`config.mk`:
```
export PLATFORM = sky130hd
export DESIGN_NAME = slow_pwm
export DESIGN_NICKNAME = d
export VERILOG_FILES = /design/src/rtl/slow_pwm_pkg.sv /design/src/rtl/slow_pwm_regs.sv /design/src/rtl/slow_pwm_counter.sv /design/src/rtl/slow_pwm_fsm.sv /design/src/rtl/slow_pwm.sv
export SDC_FILE = /design/constraint.sdc
export NUM_CORES = 1
export LEC_CHECK = 0
export BUFFER_PORTS_ARGS = -buffer_cell sky130_fd_sc_hd__buf_2
export CORE_MARGIN = 10
export CORE_UTILIZATION = 45
export DETAILED_ROUTE_END_ITERATION = 10
export HOLD_SLACK_MARGIN = 0.05
export PLACE_DENSITY = 0.74
export SETUP_SLACK_MARGIN = 0.02
export SLEW_MARGIN = 20
export SYNTH_ARGS = -nofsm -noshare
export SYNTH_HDL_FRONTEND = slang
export SYNTH_SLANG_ARGS = --single-unit
export TNS_END_PERCENT = 20
```
`constraint.sdc`:
```
create_clock -name clk -period 4.1 [get_ports clk]
set_clock_uncertainty 0.15 [all_clocks]
set_input_delay 0.205 -clock clk [delete_from_list [all_inputs] [get_ports clk]]
set_output_delay 0.205 -clock clk [all_outputs]
set_load 0.02 [all_outputs]
```
`src/rtl/slow_pwm_pkg.sv`:
```
package slow_pwm_pkg;
    typedef enum logic [0:0] {
        ST_OFF = 1'b0,
        ST_RUN = 1'b1
    } pwm_state_e;

    localparam logic ADDR_CTRL = 1'b0;
    localparam logic ADDR_DUTY = 1'b1;
endpackage

```
`src/rtl/slow_pwm_regs.sv`:
```
module slow_pwm_regs #(
    parameter int DATA_W = 8,
    parameter int PSC_W  = 2
) (
    input  logic              clk,
    input  logic              rst_n,
    input  logic              addr_i,
    input  logic              wr_i,
    input  logic [DATA_W-1:0] wdata_i,
    output logic [DATA_W-1:0] rdata_o,
    output logic              en_o,
    output logic [PSC_W-1:0]  psc_o,
    output logic [DATA_W-2:0] duty_o
);
    import slow_pwm_pkg::*;

    localparam int EN_BIT = DATA_W - 1;
    localparam int PAD_W  = DATA_W - 1 - PSC_W;

    logic              en_q;
    logic [PSC_W-1:0]  psc_q;
    logic [DATA_W-2:0] duty_q;

    always_ff @(posedge clk or negedge rst_n) begin
        if (!rst_n) begin
            en_q   <= 1'b0;
            psc_q  <= '0;
            duty_q <= '0;
        end else if (wr_i) begin
            if (addr_i == ADDR_CTRL) begin
                en_q  <= wdata_i[EN_BIT];
                psc_q <= wdata_i[PSC_W-1:0];
            end else begin
                duty_q <= wdata_i[DATA_W-2:0];
            end
        end
    end

    always_comb begin
        if (addr_i == ADDR_CTRL) rdata_o = {en_q, {PAD_W{1'b0}}, psc_q};
        else                     rdata_o = {1'b0, duty_q};
    end

    assign en_o   = en_q;
    assign psc_o  = psc_q;
    assign duty_o = duty_q;
endmodule

```
`src/rtl/slow_pwm_counter.sv`:
```
module slow_pwm_counter #(
    parameter int CNT_W = 8,
    parameter int PSC_W = 2
) (
    input  logic             clk,
    input  logic             rst_n,
    input  logic             clr_i,
    input  logic             tick_i,
    input  logic [PSC_W-1:0] psc_i,
    output logic [CNT_W-1:0] cnt_o
);
    logic [CNT_W-1:0] cnt_q;
    logic [CNT_W-1:0] inc;
    logic [CNT_W-1:0] wrap_mask;

    // Wrap bit index is CNT_W-1-psc: a one-hot mask shifted down by the prescale.
    assign wrap_mask = {1'b1, {(CNT_W-1){1'b0}}} >> psc_i;
    assign inc       = cnt_q + {{(CNT_W-1){1'b0}}, 1'b1};

    always_ff @(posedge clk or negedge rst_n) begin
        if (!rst_n)                         cnt_q <= '0;
        else if (clr_i)                     cnt_q <= '0;
        else if (tick_i) begin
            if ((inc & wrap_mask) != '0)    cnt_q <= '0;
            else                            cnt_q <= inc;
        end
    end

    assign cnt_o = cnt_q;
endmodule

```
`src/rtl/slow_pwm_fsm.sv`:
```
module slow_pwm_fsm #(
    parameter int CNT_W = 8
) (
    input  logic             clk,
    input  logic             rst_n,
    input  logic             en_i,
    input  logic [CNT_W-1:0] cnt_i,
    input  logic [CNT_W-2:0] duty_i,
    output logic             run_o,
    output logic             pwm_o
);
    import slow_pwm_pkg::*;

    pwm_state_e state_q, state_d;

    always_comb begin
        state_d = state_q;
        unique case (state_q)
            ST_OFF: if (en_i)  state_d = ST_RUN;
            ST_RUN: if (!en_i) state_d = ST_OFF;
        endcase
    end

    always_ff @(posedge clk or negedge rst_n) begin
        if (!rst_n) state_q <= ST_OFF;
        else        state_q <= state_d;
    end

    always_comb begin
        run_o = 1'b0;
        pwm_o = 1'b0;
        unique case (state_q)
            ST_OFF: begin
                run_o = 1'b0;
                pwm_o = 1'b0;
            end
            ST_RUN: begin
                run_o = 1'b1;
                pwm_o = (cnt_i < {1'b0, duty_i});
            end
        endcase
    end
endmodule

```
`src/rtl/slow_pwm.sv`:
```
module slow_pwm #(
    parameter int CNT_W = 8,
    parameter int PSC_W = 2
) (
    input  logic             clk,
    input  logic             rst_n,
    input  logic             tick_i,
    input  logic             reg_addr_i,
    input  logic             reg_wr_i,
    input  logic [CNT_W-1:0] reg_wdata_i,
    output logic [CNT_W-1:0] reg_rdata_o,
    output logic             pwm_o
);
    logic             en_w;
    logic             run_w;
    logic [PSC_W-1:0] psc_w;
    logic [CNT_W-2:0] duty_w;
    logic [CNT_W-1:0] cnt_w;

    slow_pwm_regs #(.DATA_W(CNT_W), .PSC_W(PSC_W)) u_regs (
        .clk     (clk),
        .rst_n   (rst_n),
        .addr_i  (reg_addr_i),
        .wr_i    (reg_wr_i),
        .wdata_i (reg_wdata_i),
        .rdata_o (reg_rdata_o),
        .en_o    (en_w),
        .psc_o   (psc_w),
        .duty_o  (duty_w)
    );

    slow_pwm_counter #(.CNT_W(CNT_W), .PSC_W(PSC_W)) u_cnt (
        .clk    (clk),
        .rst_n  (rst_n),
        .clr_i  (!run_w),
        .tick_i (tick_i),
        .psc_i  (psc_w),
        .cnt_o  (cnt_w)
    );

    slow_pwm_fsm #(.CNT_W(CNT_W)) u_fsm (
        .clk    (clk),
        .rst_n  (rst_n),
        .en_i   (en_w),
        .cnt_i  (cnt_w),
        .duty_i (duty_w),
        .run_o  (run_w),
        .pwm_o  (pwm_o)
    );
endmodule

```
==> qor.txt <==
status -> complete, no violations
vias -> 1082
diodes inserted -> 0
layout cells sized above 1 -> 25.3%
clock root buffer -> clkbuf_4
Post-synth EDFFs -> 0
Antenna Violating Nets Remaining -> 0
Pre-antenna DRT Iters -> 4
largest net degree at the start of global routing -> 20
most frequent cells in the layout -> buf_2 (21), dfrtp_1 (19), nand2_1 (13)
Worst-path clk slew -> 0.11 ns
first-pass GRT wire length -> 5020 µm
Die X-Extent -> 72.5 µm
Ys Warns -> 0
most common cell after layout, fill and taps aside -> buf_2
Final min period -> 2.31 ns
crit share post-route -> 56.3%
Synth Register Bits -> 19
Synth Area per Inst -> 9.33 µm²
Worst Setup End Kind -> flop
P_leak -> 0.686 nW
Slew Limit Fails -> 0
Fin Hold WS -> 0.0637 ns
r2r setup slk -> 1.79 ns
Clk Latency, worst-skew pair -> 0.30 ns
sequential share of the synthesized area -> 38.3%
Num CTS Buffers -> 3
Hold Crit Class -> in2reg
post-synth top area cell -> dfrtp_1
metal3 WL -> 137 µm
P per Cell Area -> 292 mW/mm²
RSZ-0062 raised after global routing -> no
Max Cap Viol -> 0
Critical Path End -> u_cnt.cnt_o[2]
worst setup margin -> 1.79 ns
Worst Path Max Fanout -> 8
top sig layer -> met4
Sum Neg Setup Slack -> 0 ns
IR drop worst, VDD -> 0.210 mV
DP Wirelength -> 2150 µm
Max Freq -> 434 MHz
pre-CTS WS -> 1.87 ns
met2 routed WL -> 1440 µm
vias in the first global route -> 1077
area delta synth->final -> 19.5%
Port Buf Inserts -> 21
height of the die -> 72.5 µm
Starting Density -> 48.8%
critical path class -> reg2reg
post-synth top area share -> 38.3%
Synth Flop Type -> dfrtp_1
Slew headroom -> 68.7%
Final #Nets -> 183
die area -> 0.00526 mm²
CTS tree -> done
CP required -> 4.18 ns
fraction of registers with async set/reset -> 100%
core footprint -> 0.00254 mm²
fill count -> 222
Arrival @ worst endpoint -> 2.38 ns
WL met1 -> 1260 µm
Avg Vias per Cell -> 5.64
Startpoint Class -> flop
H-tree depth -> 1
Rows -> 18
RR Endpoint -> u_cnt.cnt_o[2]
gpl congestion -> 0.846
Tot GR Track Use -> 11.6%
Distinct cells, synth -> 33
Max Root-Sink Buffers -> 2
# setup viols final -> 0
R2R cell count -> 7
DRC marker count from the first detailed-route iteration -> 74
Sink Count -> 19
Avg WL per Cell -> 15.0 µm
boundary pin count -> 22
Final Hold Fails -> 0
slew of the pin with the lowest slew margin -> 0.469 ns
gr ovfl total -> 0
Post-Synthesis Cells -> 133
synthesized cell area -> 0.00124 mm²
WL final -> 2890 µm
Synth area leaders -> dfrtp_1 (38%), mux2_2 (11%), ha_1 (7.1%)
FF-to-FF Start -> u_cnt.cnt_o[0]
syn_nets -> 153
initial antenna violation count -> 0
DRC -> 0
Crit. Startpoint -> u_cnt.cnt_o[0]
power breakdown:
group          total, mW  internal (mW)  switching [mW]  leakage [nW]
Clock             0.0961         0.0364          0.0597        0.0177
Sequential         0.229          0.206          0.0226         0.240
Combinational      0.107         0.0515          0.0559         0.428
Total              0.432          0.294           0.138         0.686
timing repair:
| action | in CTS | in global routing |
|---|---|---|
| hold buffers | 9 | 0 |
| hold endpoints to repair | 29 | 0 |
| gates resized for setup | 0 | 0 |
| setup buffers | 0 | 0 |
cell families (layout without fill, tap and decap cells):
family | count (synthesis) | count (layout) | share of synthesized area [%]
muxes | 12 | 12 | 10.9
buffers and inverters | 13 | 42 | 3.93
DFF | 19 | 19 | 38.3
and+or+nand+nor | 56 | 56 | 25.3
AOI/OAI and AO/OA | 26 | 26 | 14.5
adders and majority gates | 7 | 7 | 7.06
metrics by stage:
step	power, mW	area, µm²	std cells	util (%)
after CTS	0.437	1480	192	58.3
after global placement	0.329	1370	179	53.6
after global routing	0.462	1480	192	58.3
after floorplan	0.298	1240	133	-
final	0.432	1480	192	58.3
after detailed placement	0.334	1370	179	53.6
layout make-up:
cell class	count	area (µm²)	share of cell area [%]
Clock buffer	3	22.5	1.52
Clock inverter	1	5.00	0.338
Inverter	8	30.0	2.03
Multi-Input combinational cell	101	717	48.4
Sequential cell	19	475	32.1
Tap cell	30	37.5	2.53
Timing Repair Buffer	30	195	13.2
critical path, cell delays in order, from the launching register on:
cell,delay [ns]
dfrtp_1,0.46
ha_1,0.25
nand3_1,0.15
a32oi_1,0.25
o221ai_2,0.15
a2111oi_4,0.52
o21ai_1,0.14
a21oi_1,0.17
Yosys cell counts (all sizes together) (2+ instances only):
cell / count
a21oi: 7
and2: 7
clkbuf: 5
clkinv: 2
dfrtp: 19
ha: 7
inv: 6
mux2: 12
nand2: 13
nand2b: 3
nand3: 3
nand3b: 2
nor2: 10
nor2b: 6
nor3: 4
nor4b: 2
o21ai: 12
how the worst min path moves through the flow:
| stage | start | end | slack, ns | cells after the start |
|---|---|---|---|---|
| floorplan | rst_n | u_cnt.cnt_o[0] | -0.24 | 0 |
| global placement | rst_n | u_regs.duty_o[3] | 0.01 | 1 |
| detailed placement | rst_n | u_regs.duty_o[3] | 0.02 | 1 |
| CTS | tick_i | u_cnt.cnt_o[6] | 0.06 | 2 |
| global route | tick_i | u_cnt.cnt_o[4] | 0.06 | 2 |
| finish | tick_i | u_cnt.cnt_o[6] | 0.06 | 2 |
sequential cells by signal (all words and copies together) (netlist names):
register,count
u_cnt.cnt_o,8
u_regs.en_o,1
u_fsm.state_q,1
u_regs.duty_o,7
u_regs.psc_o,2
per-layer routing:
layer	global-route usage (%)	vias up
li1	-	538
met1	14.3	511
met2	19.5	28
met3	2.18	5
met4	4.43	0
met5	0	-
Power figures use the tool's default switching activity.
